$ cat src/rtl/ling_pkg.sv
package ling_pkg;

    typedef enum logic [1:0] {
        CELL_PASS,
        CELL_GRAY,
        CELL_BLACK
    } cell_kind_e;

    // Number of Kogge-Stone levels for a given operand width.
    function automatic int ks_levels(input int width);
        return (width < 2) ? 1 : $clog2(width);
    endfunction

    // Node at position pos, combining with pos-span:
    // below span nothing to combine, below 2*span the lower span is complete.
    function automatic cell_kind_e cell_kind(input int pos, input int span);
        if (pos < span)
            return CELL_PASS;
        else if (pos < 2 * span)
            return CELL_GRAY;
        else
            return CELL_BLACK;
    endfunction

endpackage

$ cat src/rtl/ling_pre_stage.sv
module ling_pre_stage #(
    parameter int WIDTH = 16
) (
    input  logic [WIDTH-1:0] a_i,
    input  logic [WIDTH-1:0] b_i,
    input  logic             cin_i,
    output logic [WIDTH-1:0] gen_o,
    output logic [WIDTH-1:0] tor_o,
    output logic [WIDTH-1:0] hsum_o,
    output logic [WIDTH-1:0] leaf_gen_o,
    output logic [WIDTH-1:0] leaf_prop_o
);

    assign gen_o  = a_i & b_i;
    assign tor_o  = a_i | b_i;
    assign hsum_o = a_i ^ b_i;

    // Carry-in acts as a generate one position below bit 0; merging it here
    // keeps the tree at ks_levels(WIDTH) levels.
    assign leaf_gen_o[0]  = gen_o[0] | cin_i;
    assign leaf_prop_o[0] = 1'b0;

    // Ling leaves: propagate of position i is the OR-propagate of bit i-1.
    assign leaf_gen_o[WIDTH-1:1]  = gen_o[WIDTH-1:1];
    assign leaf_prop_o[WIDTH-1:1] = tor_o[WIDTH-2:0];

endmodule

$ cat src/rtl/ling_prefix_cells.sv
module ling_black_cell (
    input  logic hi_gen,
    input  logic hi_prop,
    input  logic lo_gen,
    input  logic lo_prop,
    output logic out_gen,
    output logic out_prop
);
    assign out_gen  = hi_gen | (hi_prop & lo_gen);
    assign out_prop = hi_prop & lo_prop;
endmodule

module ling_gray_cell (
    input  logic hi_gen,
    input  logic hi_prop,
    input  logic lo_gen,
    output logic out_gen
);
    assign out_gen = hi_gen | (hi_prop & lo_gen);
endmodule

$ cat src/rtl/ling_kogge_tree.sv
module ling_kogge_tree #(
    parameter int WIDTH = 16
) (
    input  logic [WIDTH-1:0] leaf_gen_i,
    input  logic [WIDTH-1:0] leaf_prop_i,
    output logic [WIDTH-1:0] hcar_o
);

    localparam int LEVELS = ling_pkg::ks_levels(WIDTH);

    logic [LEVELS:0][WIDTH-1:0] gen_lvl;
    logic [LEVELS:0][WIDTH-1:0] prop_lvl;
    logic                       unused_prop;

    assign gen_lvl[0]  = leaf_gen_i;
    assign prop_lvl[0] = leaf_prop_i;

    for (genvar l = 0; l < LEVELS; l++) begin : g_lvl
        localparam int SPAN = 1 << l;
        for (genvar i = 0; i < WIDTH; i++) begin : g_pos
            if (ling_pkg::cell_kind(i, SPAN) == ling_pkg::CELL_PASS) begin : g_pass
                assign gen_lvl[l+1][i]  = gen_lvl[l][i];
                assign prop_lvl[l+1][i] = prop_lvl[l][i];
            end else if (ling_pkg::cell_kind(i, SPAN) == ling_pkg::CELL_GRAY) begin : g_gray
                ling_gray_cell u_gray (
                    .hi_gen  (gen_lvl[l][i]),
                    .hi_prop (prop_lvl[l][i]),
                    .lo_gen  (gen_lvl[l][i-SPAN]),
                    .out_gen (gen_lvl[l+1][i])
                );
                assign prop_lvl[l+1][i] = 1'b0;
            end else begin : g_black
                ling_black_cell u_black (
                    .hi_gen   (gen_lvl[l][i]),
                    .hi_prop  (prop_lvl[l][i]),
                    .lo_gen   (gen_lvl[l][i-SPAN]),
                    .lo_prop  (prop_lvl[l][i-SPAN]),
                    .out_gen  (gen_lvl[l+1][i]),
                    .out_prop (prop_lvl[l+1][i])
                );
            end
        end
    end

    assign hcar_o      = gen_lvl[LEVELS];
    assign unused_prop = ^prop_lvl;

endmodule

$ cat src/rtl/ling_sum_stage.sv
module ling_sum_stage #(
    parameter int WIDTH = 16
) (
    input  logic [WIDTH-1:0] hsum_i,
    input  logic [WIDTH-1:0] tor_i,
    input  logic [WIDTH-1:0] hcar_i,
    input  logic             cin_i,
    output logic [WIDTH-1:0] sum_o,
    output logic             cout_o
);

    assign sum_o[0] = hsum_i[0] ^ cin_i;

    // Pseudo-carry selects; the AND with tor is absorbed into the mux leg.
    for (genvar i = 1; i < WIDTH; i++) begin : g_bit
        assign sum_o[i] = hcar_i[i-1] ? (hsum_i[i] ^ tor_i[i-1]) : hsum_i[i];
    end

    assign cout_o = tor_i[WIDTH-1] & hcar_i[WIDTH-1];

endmodule

$ cat src/rtl/ling_prefix_adder.sv
module ling_prefix_adder #(
    parameter int WIDTH   = 16,
    parameter bit REG_OUT = 1'b1
) (
    input  logic             clk,
    input  logic             rst_n,
    input  logic [WIDTH-1:0] a_i,
    input  logic [WIDTH-1:0] b_i,
    input  logic             cin_i,
    output logic [WIDTH-1:0] sum_o,
    output logic             cout_o
);

    localparam int SUM_W = WIDTH + 1;

    logic [WIDTH-1:0] gen_bit;
    logic [WIDTH-1:0] tor_bit;
    logic [WIDTH-1:0] hsum_bit;
    logic [WIDTH-1:0] leaf_gen;
    logic [WIDTH-1:0] leaf_prop;
    logic [WIDTH-1:0] hcar;
    logic [WIDTH-1:0] sum_c;
    logic             cout_c;

    ling_pre_stage #(.WIDTH(WIDTH)) u_pre (
        .a_i         (a_i),
        .b_i         (b_i),
        .cin_i       (cin_i),
        .gen_o       (gen_bit),
        .tor_o       (tor_bit),
        .hsum_o      (hsum_bit),
        .leaf_gen_o  (leaf_gen),
        .leaf_prop_o (leaf_prop)
    );

    ling_kogge_tree #(.WIDTH(WIDTH)) u_tree (
        .leaf_gen_i  (leaf_gen),
        .leaf_prop_i (leaf_prop),
        .hcar_o      (hcar)
    );

    // r1_ / r3_: tree output must follow the pseudo-carry recurrence.
    a_r3_cin_fold: assert property (@(posedge clk) disable iff (!rst_n)
        hcar[0] == (gen_bit[0] | cin_i));

    for (genvar k = 1; k < WIDTH; k++) begin : g_recur
        a_r1_ling_recur: assert property (@(posedge clk) disable iff (!rst_n)
            hcar[k] == (gen_bit[k] | (tor_bit[k-1] & hcar[k-1])));
    end

    ling_sum_stage #(.WIDTH(WIDTH)) u_sum (
        .hsum_i (hsum_bit),
        .tor_i  (tor_bit),
        .hcar_i (hcar),
        .cin_i  (cin_i),
        .sum_o  (sum_c),
        .cout_o (cout_c)
    );

    if (REG_OUT) begin : g_reg
        always_ff @(posedge clk or negedge rst_n) begin
            if (!rst_n) begin
                sum_o  <= '0;
                cout_o <= 1'b0;
            end else begin
                sum_o  <= sum_c;
                cout_o <= cout_c;
            end
        end

        a_r1_sum_value: assert property (@(posedge clk) disable iff (!rst_n)
            $past(rst_n) |-> (sum_o == $past(sum_c)) &&
            ({cout_o, sum_o} == $past(SUM_W'(a_i) + SUM_W'(b_i) + SUM_W'(cin_i))));

        a_r2_carry_out: assert property (@(posedge clk) disable iff (!rst_n)
            $past(rst_n) |-> cout_o == $past((SUM_W'(a_i) + SUM_W'(b_i) + SUM_W'(cin_i)) >> WIDTH));

        a_r4_reset_clear: assert property (@(posedge clk) disable iff (!rst_n)
            $past(!rst_n) |-> (sum_o == '0) && !cout_o);

        a_r6_all_prop: assert property (@(posedge clk) disable iff (!rst_n)
            ($past(rst_n) && $past(&(a_i ^ b_i))) |->
            (sum_o == {WIDTH{~$past(cin_i)}}) && (cout_o == $past(cin_i)));
    end else begin : g_comb
        assign sum_o  = sum_c;
        assign cout_o = cout_c;

        a_r1_sum_value: assert property (@(posedge clk) disable iff (!rst_n)
            {cout_o, sum_o} == SUM_W'(a_i) + SUM_W'(b_i) + SUM_W'(cin_i));

        a_r6_all_prop: assert property (@(posedge clk) disable iff (!rst_n)
            (&(a_i ^ b_i)) |-> (sum_o == {WIDTH{~cin_i}}) && (cout_o == cin_i));
    end

endmodule

$ cat config.mk
export PLATFORM = sky130hd
export DESIGN_NAME = ling_prefix_adder
export DESIGN_NICKNAME = d
export VERILOG_FILES = /design/src/rtl/ling_pkg.sv /design/src/rtl/ling_pre_stage.sv /design/src/rtl/ling_prefix_cells.sv /design/src/rtl/ling_kogge_tree.sv /design/src/rtl/ling_sum_stage.sv /design/src/rtl/ling_prefix_adder.sv
export SDC_FILE = /design/constraint.sdc
export NUM_CORES = 1
export LEC_CHECK = 0
export CAP_MARGIN = 20
export CORE_MARGIN = 1
export CORE_UTILIZATION = 35
export DETAILED_ROUTE_END_ITERATION = 8
export GPL_TIMING_DRIVEN = 0
export PLACE_DENSITY = 0.62
export SLEW_MARGIN = 20
export SYNTH_ARGS = -nofsm -noshare
export SYNTH_HDL_FRONTEND = slang
export SYNTH_SLANG_ARGS = --single-unit
$ cat constraint.sdc
create_clock -name clk -period 0.8 [get_ports clk]
set_clock_uncertainty 0.05 [all_clocks]
set_input_delay 0.16 -clock clk [delete_from_list [all_inputs] [get_ports clk]]
set_output_delay 0.16 -clock clk [all_outputs]
set_load 0.01 [all_outputs]
# After elaboration in Yosys (flattened, before gate mapping)

Index checks and enable logic that the tools add are counted.

Register bits after elaboration: 17
Word-level logic and storage cells: 170
Input port bits: 35
Output and inout bits: 17

Muxes and demuxes: 15
Bitwise operators: 153

Operators by type and width:

| kind             | number |
|---|---|
| $and A1 B1 Y1    | 84 |
| $or A1 B1 Y1     | 50 |
| $and A16 B16 Y16 | 1 |
| $or A16 B16 Y16  | 1 |
| $xor A1 B1 Y1    | 16 |
| $xor A16 B16 Y16 | 1 |
| $mux W1          | 15 |

# Longest topological paths before layout

Gate-level depths: netlist of the first run.

Depth after elaboration: 11
Depth in mapped cells: 8
Depth with buffers taken out: 8

# Hierarchy

From an unflattened synthesis of the first run, not the netlist that was laid out.

Cell total of the unflattened synthesis: 261
Area, all modules: 2,194.6 um^2

Modules (own cells, without submodules):

| module            | instances | cells each | sequential area each (um^2) | area an instance (um^2) |
|---|---|---|---|---|
| ling_pre_stage    | 1         | 113        | 0.0                         | 823.3 |
| ling_black_cell   | 34        | 2          | 0.0                         | 15.0 |
| ling_prefix_adder | 1         | 17         | 425.4                       | 425.4 |
| ling_sum_stage    | 1         | 32         | 0.0                         | 202.7 |
| ling_kogge_tree   | 1         | 16         | 0.0                         | 120.1 |
| ling_gray_cell    | 15        | 1          | 0.0                         | 7.5 |

# Least setup slack after synthesis of the first run

Ideal clock, no wire load.

Kind: input-to-reg
Start point: input port a_i[0]
End point: register sum_o[14]
Path slack: -0.919 ns
Cell stages on the path: 8
Data arrival time: 1.570 ns
Path through: inv_1 -> fa_1 -> nor2b_2 -> o31ai_2 -> a211oi_2 -> o22ai_2 -> nor4_1 -> a311oi_1

Cells in the longest elaborated chain, start to end: 9
Elaborated cells between the ends (all ways): 10
Those cells by class: mux (1); bitwise (9)

RTL lines:

| item                   | RTL line                | RTL |
|---|---|---|
| start: declaration     | ling_prefix_adder.sv:7  | `input logic [WIDTH-1:0] a_i,` |
| $and A16 B16 Y16       | ling_pre_stage.sv:14    | `assign gen_o = a_i & b_i;` |
| $or A1 B1 Y1           | ling_pre_stage.sv:20    | `assign leaf_gen_o[0] = gen_o[0] \| cin_i;` |
| $and A1 B1 Y1 (*)      | ling_prefix_cells.sv:19 | `assign out_gen = hi_gen \| (hi_prop & lo_gen);` |
| $or A1 B1 Y1 (*)       | ling_prefix_cells.sv:19 |  |
| $and A1 B1 Y1 (*)      | ling_prefix_cells.sv:19 |  |
| $or A1 B1 Y1 (*)       | ling_prefix_cells.sv:19 |  |
| $and A1 B1 Y1 (*)      | ling_prefix_cells.sv:19 |  |
| $or A1 B1 Y1 (*)       | ling_prefix_cells.sv:19 |  |
| $mux W1 (*)            | ling_sum_stage.sv:16    | `assign sum_o[i] = hcar_i[i-1] ? (hsum_i[i] ^ tor_i[i-1]) : hsum_i[i];` |
| via sum_c[14]          | ling_prefix_adder.sv:22 | `logic [WIDTH-1:0] sum_c;` |
| end signal: assignment | ling_prefix_adder.sv:66 | `sum_o <= sum_c;` |
| end: declaration       | ling_prefix_adder.sv:10 | `output logic [WIDTH-1:0] sum_o,` |

The timed path passes the listed nets; every way through them passes the cells marked *.

# Worst setup path after layout of the first run

Start point: input port a_i[0]
End point: register sum_o[15]

Cells in the longest elaborated chain, start to end: 9
Elaborated cells between the ends (all ways): 11
Those cells by class: mux (1); bitwise (10)

RTL lines:

| item                                                | RTL line |
|---|---|
| $or A16 B16 Y16 or $and A16 B16 Y16 (tied branches) | ling_pre_stage.sv:15, ling_pre_stage.sv:14 |
| $and A1 B1 Y1 or $or A1 B1 Y1 (tied branches)       | ling_prefix_cells.sv:10, ling_pre_stage.sv:20 |
| $and A1 B1 Y1 (*)                                   | ling_prefix_cells.sv:19 |
| $or A1 B1 Y1 (*)                                    | ling_prefix_cells.sv:19 |
| $and A1 B1 Y1 (*)                                   | ling_prefix_cells.sv:19 |
| $or A1 B1 Y1 (*)                                    | ling_prefix_cells.sv:19 |
| $and A1 B1 Y1 (*)                                   | ling_prefix_cells.sv:19 |
| $or A1 B1 Y1 (*)                                    | ling_prefix_cells.sv:19 |
| $mux W1 (*)                                         | ling_sum_stage.sv:16 |
| via sum_c[15]                                       | ling_prefix_adder.sv:22 |

Marked as above.

==> key figures, run 1 <==
Run status
  • Status: finished, violations left
  • Violated checks: negative setup slack

Yosys
  • Post-synthesis net count: 237
  • Main synth FF type: dfrtp_1
  • Post-synth ARST share: 100.0%
  • Leading area contributor after synthesis: ha_1
  • Synth cell types: 33
  • Post-synthesis sequential area ratio: 27.85%
  • Syn Inst Count: 165
  • Yosys warning total: 0
  • EDFF count, synth: 0
  • Avg Cell Area, Syn: 9.259 µm²
  • Post-Syn Area: 1528 µm²
  • Yosys reg bits: 17
  • Synth top area share: 29.48%
  • Area contributors post-synth: ha_1 29%, dfrtp_1 28%, inv_1 8.8%

Place
  • Placement Setup Slack: -1731 ps
  • PortBufs: 51
  • Final weighted congestion in routability-driven placement: ~0.8
  • Placed Cells: 266
  • Post-DP HPWL: approximately 2.8 mm

Clocking
  • H-tree levels: 1
  • Clk pin slew, worst setup/hold paths: ~80 ps
  • CTS root buffer: clkbuf_8
  • TritonCTS buffer count: 3
  • Clock Sinks: 17
  • CTS Hold Bufs: 0
  • CTS tree: built
  • Longest Clk Path Bufs: 2

Drt
  • Vias: 1458
  • Final ANT Viol Nets: 0
  • DR vias/cell: between 4 and 5
  • Drt drc: 0
  • Wire length per cell: 15.82 µm
  • 1st-iter DRT viols: between 50 and 60
  • First-pass iteration count of the detailed router: 4
  • Routed wire length: between 4 and 5 mm

GRT
  • Vias in the first global route: 1337
  • GRT Util Overall: 17.83%
  • Gr ovfl total: 0
  • First-pass GRT wire length: between 6 and 7 mm
  • Largest net degree at the start of global routing: 18
  • Antenna violations before repair: 0

Timing
  • Final hold violation count: 0
  • Slew @ Worst Pin: about 850 ps
  • Final setup TNS: -13560 ps
  • RSZ-0062 raised after global routing: yes
  • Setup-failing EPs final: 33
  • Final Max Slew Viols: 0
  • Setup WS post-layout: -868.2 ps
  • Max Freq: roughly 600 MHz
  • Fin crit period: 1668 ps
  • Slew HR: roughly 43%
  • Final period utilization: 208.5%

Worst setup path
  • Data arrival time of the critical path: 1750 ps
  • Worst-path cell chain: buf_8 > inv_8 > buf_4 > buf_6 > ha_4 > o21bai_4 > o21ai_4 > a31oi_4 > o31ai_4 > a31oi_2 > xnor2_1
  • Critical Path Sink Type: flop
  • Setup CP Type: in2reg
  • Critical-path top delay cell: o31ai_4
  • Worst-path fanout max: 3
  • Worst EP required: between 800 and 900 ps
  • Critical Path Max Stage Delay: roughly 300 ps
  • Worst Setup Start Kind: input pin

Pwr
  • Worst IR drop on VDD: between 0.6 and 0.7 mV
  • Leak pwr: between 1 and 1.5 nW
  • Cell Pwr Density: 1273 nW/µm²

Finish
  • Area delta synth->final: 92.14%
  • Fillers: between 200 and 300
  • Non-Filler Instances: around 300
  • ANT cells: 0
  • Layout cells sized above 1: between 60% and 70%
  • Nets: 319

Run
  • Max-cap violations: 0

Die
  • Die area: around 4600 µm²
  • Core Box Area: 4086 µm²
  • DIE WIDTH: 68.07 µm
  • FP Rows: 23
  • Initial Util: 37.39%
  • Die span in y: 68.07 µm
  • I/O pin total: 52

Hold path
  • Worst Hold Class: in2async
cell usage after synthesis (all sizes together), types with 2 or more instances:
master / count
ha: 36
inv: 36
nor2: 22
dfrtp: 17
xnor2: 8
nor3: 6
xor2: 6
o21ai: 4
a21oi: 3
a31oi: 3
nand2b: 3
o31ai: 3
a211oi: 2
o21bai: 2
worst max-delay path, delay by kind of cell:
kind	cells	cell delay, ps
buf+inv	4	350
fa+ha+maj	1	140
compound gates	5	960
xor+xnor	1	150
sequential cells by signal, summed over array words and instances (netlist names):
name	cells
cout_o	1
sum_o	16
metal layers:
metal | part of all wire [%] | up-vias | GRT usage (%)
li1 | - | 690 | -
met1 | 37 | 708 | 20.08
met2 | 58 | 54 | 34.68
met3 | 4.4 | 6 | 2.000
met4 | 1.4 | 0 | 4.688
met5 | 0 | - | 0
worst max path at each step:
stage / start / endpoint / slack (ps) / cells after the start
CTS: a_i[0] / sum_o[12] / -890 / 10
global placement: b_i[0] / cout_o / -1710 / 9
detailed placement: cin_i / sum_o[14] / -1730 / 9
floorplan: cin_i / sum_o[14] / -840 / 8
finish: a_i[0] / sum_o[15] / -870 / 11
global route: a_i[0] / sum_o[15] / -910 / 11
report_power, final:
group          switching (W)  internal (W)  total, W
logic               0.000900       0.00105   0.00195
clock network       0.000337      0.000354  0.000691
registers          0.0000586       0.00103   0.00109
total                0.00130       0.00244   0.00374
cell usage in the layout (no fill, tap or decap), types with 2 or more instances in the layout:
master	instances
a21oi_1	2
buf_12	2
buf_2	13
buf_4	14
buf_6	21
buf_8	5
clkbuf_2	8
clkbuf_8	3
clkdlybuf4s50_1	10
dfrtp_1	17
dlymetal6s2s_1	2
ha_1	11
ha_2	9
ha_4	16
inv_1	22
inv_12	2
inv_2	5
inv_4	4
inv_8	2
nand2b_4	2
nor2_1	9
nor2_2	5
nor2_4	8
nor3_1	4
o21ai_0	2
o21bai_4	2
o31ai_4	3
xnor2_1	5
xnor2_2	3
xor2_1	6
area by class of cell:
type	count	area [µm²]	area share, %
clock buffers	4	45.04	1.535
inverters	36	190.2	6.479
multi-input cells	112	1504	51.24
flip-flops and latches	17	425.4	14.49
well taps	50	62.56	2.131
repair buffers	77	708.2	24.13
kinds of logic after synthesis:
| logic type | after synthesis | synth area share [%] |
|---|---|---|
| DFF | 17 | 27.85 |
| xor gates and xnor gates | 14 | 8.026 |
| buffers and inverters | 36 | 8.845 |
| adders and majority gates | 37 | 30.79 |
| and+or+nand+nor | 38 | 12.04 |
| AOI/OAI and AO/OA | 23 | 12.45 |
timing repair:
item | in CTS | in global routing
endpoints found under the setup margin | 51 | 50
setup buffers | 15 | 12
gates resized for setup | 211 | 73
pin swaps | 34 | 32
stage by stage:
stage / cell area, µm² / total power (W) / hold slack (ps) / util, %
after global routing: 2935 / 0.003924 / 93.36 / 71.83
after global placement: 2236 / 0.002467 / 610.1 / 54.72
after CTS: 2589 / 0.003322 / 95.38 / 63.35
final: 2935 / 0.003737 / 39.92 / 71.83
after floorplan: 1663 / 0.001788 / -185.6 / -
after detailed placement: 2236 / 0.002506 / 636.5 / 54.72
(Power assumes the default switching activity.)
==> run 2: changes to the inputs <==
--- a/config.mk
+++ b/config.mk
@@ -8,9 +8,9 @@
 export CAP_MARGIN = 20
 export CORE_MARGIN = 1
 export CORE_UTILIZATION = 35
+export CTS_BUF_LIST = sky130_fd_sc_hd__clkbuf_2 sky130_fd_sc_hd__clkbuf_4 sky130_fd_sc_hd__clkbuf_8
 export DETAILED_ROUTE_END_ITERATION = 8
 export GPL_TIMING_DRIVEN = 0
-export PLACE_DENSITY = 0.62
 export SLEW_MARGIN = 20
 export SYNTH_ARGS = -nofsm -noshare
 export SYNTH_HDL_FRONTEND = slang
==> run 2 against run 1 <==
The flow still finishes with violations (negative setup slack). Global-route usage down 1.3 points. Utilization decreased by 4.2 points. Maximum frequency rose by 3.1%. Combinational power fell by 12%. Hold slack lost 40 ps. Clock power down 3.3%. Via count down 5.3%. Non-clock buffer count shrank 6. Sequential share of layout area is 0.89 points higher. Die area stayed put.
==> key figures, run 2 (synthesized netlist as in run 1, its figures left out) <==
Clocking
  • TritonCTS buffer count: 3
  • Clock Sinks: 17
  • Clk pin slew, worst setup/hold paths: roughly 80 ps
  • CTS root buffer: clkbuf_8
  • Longest Clk Path Bufs: 2
  • H-tree levels: 1
  • CTS tree: built

Finish
  • Number of flip-flops in the largest register: 16
  • Layout cells sized above 1: a little over half
  • Top flop regs: sum_o: 16 flops, cout_o: 1 flops
  • Area delta synth->final: 81.00%
  • Fillers: between 300 and 400
  • Most frequent cells in the layout: 19 x inv_1, 19 x buf_2, 17 x dfrtp_1
  • Nets: 313
  • Biggest register: sum_o
  • ANT cells: 0

Worst setup path
  • Data arrival time of the critical path: between 1500 and 2000 ps
  • Critical Path Sink Type: flop
  • Worst Setup Start Kind: input pin
  • Setup CP Type: in2reg
  • CP startpoint: cin_i
  • Worst-path fanout max: 4
  • Worst EP required: ~930 ps

Pwr
  • Cell Pwr Density: ~1300 nW/µm²
  • Worst IR drop on VDD: 0.6259 mV
  • Leak pwr: between 1 and 1.5 nW

Place
  • PortBufs: just over 50
  • Placement Setup Slack: -1735 ps
  • Final weighted congestion in routability-driven placement: between 0.7 and 0.8
  • Post-DP HPWL: between 2 and 3 mm

Run status
  • Status: finished, violations left
  • Violated checks: negative setup slack

Timing
  • Final period utilization: 202.3%
  • Setup WS post-layout: -818.5 ps
  • Hold WS: 0.3990 ps
  • Final hold violation count: 0
  • Final Max Slew Viols: 0
  • RSZ-0062 raised after global routing: yes
  • Slew HR: roughly half
  • Fin crit period: about 1600 ps
  • Final setup TNS: -11620 ps
  • Slew @ Worst Pin: about 760 ps
  • Max Freq: about 620 MHz
  • Setup-failing EPs final: 33

Drt
  • 1st-iter DRT viols: 22
  • Vias: roughly 1400
  • Wire length per cell: ~13 µm
  • Final ANT Viol Nets: 0
  • DR vias/cell: 4.759
  • Drt drc: 0
  • Routed wire length: approximately 3.8 mm
  • First-pass iteration count of the detailed router: 2

GRT
  • First-pass GRT wire length: between 5 and 6 mm
  • Gr ovfl total: 0
  • Antenna violations before repair: 0
  • Vias in the first global route: between 1000 and 1500
  • GRT Util Overall: 16.54%
  • Largest net degree at the start of global routing: 18

Die
  • FP Rows: 23
  • Die area: 4633 µm²
  • Core Box Area: between 4000 and 5000 µm²
  • I/O pin total: 52
  • Initial Util: between 30% and 40%
  • Die span in y: between 60 and 70 µm
  • DIE WIDTH: 68.07 µm

Run
  • Max-cap violations: 0

Hold path
  • Worst Hold Class: in2async
## run 2: changes by cell type in the layout (fill, tap and decap cells not counted), moves of 6 or more
cell,delta
buf_2,+6
dlygate4sd2_1,+6
clkbuf_2,-8
buf_6,-6
## run 2: what timing repair did
action                                 CTS  global route
pin swaps                               38            22
cloned                                   0             0
hold buffers                             0             0
setup buffers                           16             5
endpoints found under the hold margin    0             0
setup endpoints to repair               51            43
resized for setup                      241            27
## run 2: metrics by stage
| step | power, W | cells | util, % | area [µm²] |
|---|---|---|---|---|
| 3_5_place_dp | 0.002482 | 266 | 54.72 | 2236 |
| 6_report | 0.003460 | 290 | 67.67 | 2765 |
| 2_1_floorplan | 0.001788 | 165 | - | 1663 |
| 5_1_grt | 0.003694 | 290 | 67.67 | 2765 |
| 4_1_cts | 0.003286 | 286 | 63.90 | 2611 |
| 3_3_place_gp | 0.002468 | 266 | 54.72 | 2236 |
## run 2: final timing paths
kind,end,depth (start not counted)
min,sum_o[7],1
max in group asynchronous,sum_o[15],1
max,sum_o[12],10
min in group clk,sum_o[3],4
## run 2: final cells by class
cell class | count | area, µm² | area share, %
Sequential cell | 17 | 425.4 | 15.38
Tap cell | 50 | 62.56 | 2.262
Clock buffer | 3 | 41.29 | 1.493
Inverter | 36 | 190.2 | 6.878
Clock inverter | 1 | 5.005 | 0.1810
Timing Repair Buffer | 71 | 655.6 | 23.71
Multi-Input combinational cell | 112 | 1385 | 50.09
## run 2: metal layers
layer  vias up  part of all wire, %  global-route usage [%]
met2        33                   54                   30.88
met3         2                  4.8                   2.000
li1        683                    -                       -
met4         0                 0.89                   6.250
met5         -                    0                       0
met1       662                   40                   18.87
## run 2: power breakdown
group / switching [W] / leakage, nW / internal [W]
Sequential: 0.0000466 / 0.198 / 0.00103
Combinational: 0.000794 / 1.04 / 0.000917
Clock: 0.000322 / 0.0255 / 0.000346
Total: 0.00116 / 1.26 / 0.00230
## run 2: worst max-delay path: stages
cell      delay (ps)
buf_8             90
inv_8             30
fa_2             380
nor2b_4          150
o31ai_4          230
a211oi_4         120
o22ai_4          240
buf_4            160
buf_6             80
xor2_1           110
==> run 3: changes to the inputs <==
--- a/config.mk
+++ b/config.mk
@@ -11,7 +11,8 @@
 export CTS_BUF_LIST = sky130_fd_sc_hd__clkbuf_2 sky130_fd_sc_hd__clkbuf_4 sky130_fd_sc_hd__clkbuf_8
 export DETAILED_ROUTE_END_ITERATION = 8
 export GPL_TIMING_DRIVEN = 0
-export SLEW_MARGIN = 20
+export PLACE_DENSITY = 0.72
+export SLEW_MARGIN = 0
 export SYNTH_ARGS = -nofsm -noshare
 export SYNTH_HDL_FRONTEND = slang
 export SYNTH_SLANG_ARGS = --single-unit
==> run 3 against run 2 <==
The run still ends with negative setup slack left. Die area did not move. First-iteration DRC count rose to 3.4 times the previous value. Setup slack improved by 34 ps. Sequential share of layout area rose by 0.13 points. Wire length fell by 6.5%. Clock power fell by 4.5%. Cell count fell by 2.1%. Largest power group unchanged.
==> key figures, run 3 (synthesized netlist as in run 1, its figures left out) <==
Place
  • Dpl cell area: 2236 µm²
  • Post-DP HPWL: between 2 and 2.5 mm
  • PortBufs: 51
  • Final weighted congestion in routability-driven placement: between 0.8 and 0.9

Worst setup path
  • CP delay by family, top: compound AO/OA/AOI/OAI gates
  • Worst EP required: between 900 and 1000 ps
  • Setup CP Type: in2reg
  • Worst-path cell chain: buf_8 > inv_8 > fa_2 > nor2b_4 > o31ai_4 > a211oi_4 > o22ai_4 > nor4_2 > a311oi_1
  • Critical Path Sink Type: flop
  • Worst-path fanout max: 4
  • Data arrival time of the critical path: 1690 ps
  • Critical Path Max Stage Delay: about 350 ps
  • Worst Setup Start Kind: input pin
  • Critical-path top delay cell: fa_2
  • Worst path bufs/invs: 2

Timing
  • Final Max Slew Viols: 0
  • Slew @ Worst Pin: 710.8 ps
  • Final setup TNS: -11500 ps
  • Final hold violation count: 0
  • Max Freq: roughly 630 MHz
  • RSZ-0062 raised after global routing: yes
  • Final period utilization: 198.1%
  • Fin crit period: roughly 1600 ps
  • Slew HR: a little over half
  • Setup WS post-layout: -785.0 ps
  • Setup-failing EPs final: 33

Run status
  • Violated checks: negative setup slack
  • Status: finished, violations left

Clocking
  • Longest Clk Path Bufs: 2
  • Clock Sinks: 17
  • Clk pin slew, worst setup/hold paths: around 70 ps
  • TritonCTS buffer count: 3
  • CTS root buffer: clkbuf_8
  • CTS tree: built
  • H-tree levels: 1

Finish
  • Nets: 307
  • Most frequent cells in the layout: 23 x inv_1, 17 x dfrtp_1, 16 x buf_2
  • Most common cell after layout, fill and taps aside: inv_1
  • Top flop regs: sum_o: 16 flops, cout_o: 1 flops
  • Fillers: 320
  • Number of flip-flops in the largest register: 16
  • ANT cells: 0
  • Non-Filler Cell Area, Final: about 2700 µm²
  • Biggest register: sum_o
  • Util after Layout: ~67%
  • Layout cells sized above 1: 52.56%
  • Area delta synth->final: 79.44%

GRT
  • Gr ovfl total: 0
  • Largest net degree at the start of global routing: 18
  • Antenna violations before repair: 0
  • First-pass GRT wire length: around 5.4 mm
  • Vias in the first global route: 1205
  • GRT Util Overall: 15.58%

Drt
  • Final ANT Viol Nets: 0
  • Routed wire length: ~3.6 mm
  • First-pass iteration count of the detailed router: 4
  • 1st-iter DRT viols: 75
  • Vias: roughly 1300
  • Drt drc: 0
  • Wire length per cell: approximately 13 µm
  • DR vias/cell: between 4 and 5

Die
  • Die span in y: roughly 70 µm
  • FP Rows: 23
  • I/O pin total: 52
  • DIE WIDTH: slightly below 70 µm
  • Initial Util: a little under two fifths
  • Core Box Area: around 4000 µm²
  • Die area: 4633 µm²

Hold path
  • Worst Hold Class: in2async

Pwr
  • Worst IR drop on VDD: ~0.59 mV
  • Leak pwr: roughly 1.2 nW
  • Cell Pwr Density: between 1000 and 1500 nW/µm²

Run
  • Max-cap violations: 0
## run 3: layout make-up
cell class / count / area [µm²] / share of cell area (%)
clock buffers: 3 / 41.29 / 1.506
inverters: 36 / 190.2 / 6.937
clock inverters: 1 / 5.005 / 0.1826
well taps: 50 / 62.56 / 2.282
repair buffers: 65 / 590.6 / 21.54
multi-input cells: 112 / 1426 / 52.03
flip-flops and latches: 17 / 425.4 / 15.52
## run 3: how the worst max path moves through the flow
| stage | from | endpoint | slack, ps | cells after the start |
|---|---|---|---|---|
| after global routing | a_i[0] | sum_o[14] | -870 | 9 |
| after CTS | b_i[0] | cout_o | -810 | 9 |
| after global placement | cin_i | sum_o[14] | -1680 | 9 |
| after floorplan | cin_i | sum_o[14] | -840 | 8 |
| final | cin_i | sum_o[14] | -780 | 9 |
| after detailed placement | b_i[0] | sum_o[14] | -1670 | 9 |
## run 3: timing repair
action | in CTS | in global routing
pin swaps | 32 | 25
buffers inserted | 8 | 7
endpoints found under the setup margin | 51 | 33
gates cloned | 0 | 0
gates resized for setup | 203 | 49
hold buffers | 0 | 0
## run 3: through the flow
| stage | worst slack (ps) | cells | hold slack (ps) | total power [W] |
|---|---|---|---|---|
| 2_1_floorplan | -844.7 | 165 | -185.6 | 0.001788 |
| 3_3_place_gp | -1678 | 266 | 586.8 | 0.002476 |
| 3_5_place_dp | -1666 | 266 | 592.8 | 0.002489 |
| 4_1_cts | -808.6 | 278 | 53.12 | 0.003121 |
| 5_1_grt | -869.1 | 284 | 92.31 | 0.003626 |
| 6_report | -785.0 | 284 | 15.81 | 0.003403 |
## run 3: power breakdown
| group | leakage (nW) | internal [W] | switching (W) | total, W |
|---|---|---|---|---|
| registers | 0.198 | 0.00104 | 0.0000555 | 0.00109 |
| clock network | 0.0255 | 0.000346 | 0.000292 | 0.000638 |
| logic | 1.02 | 0.000887 | 0.000787 | 0.00167 |
## run 3: per-layer routing
| layer | wire length (µm) | track usage, % | share of wire [%] | vias up |
|---|---|---|---|---|
| met5 | 0 | 0 | 0 | - |
| met3 | 157 | 2.667 | 4.4 | 4 |
| met1 | 1524 | 20.73 | 42 | 634 |
| met4 | 19 | 4.948 | 0.53 | 0 |
| li1 | - | - | - | 669 |
| met2 | 1884 | 25.37 | 53 | 36 |
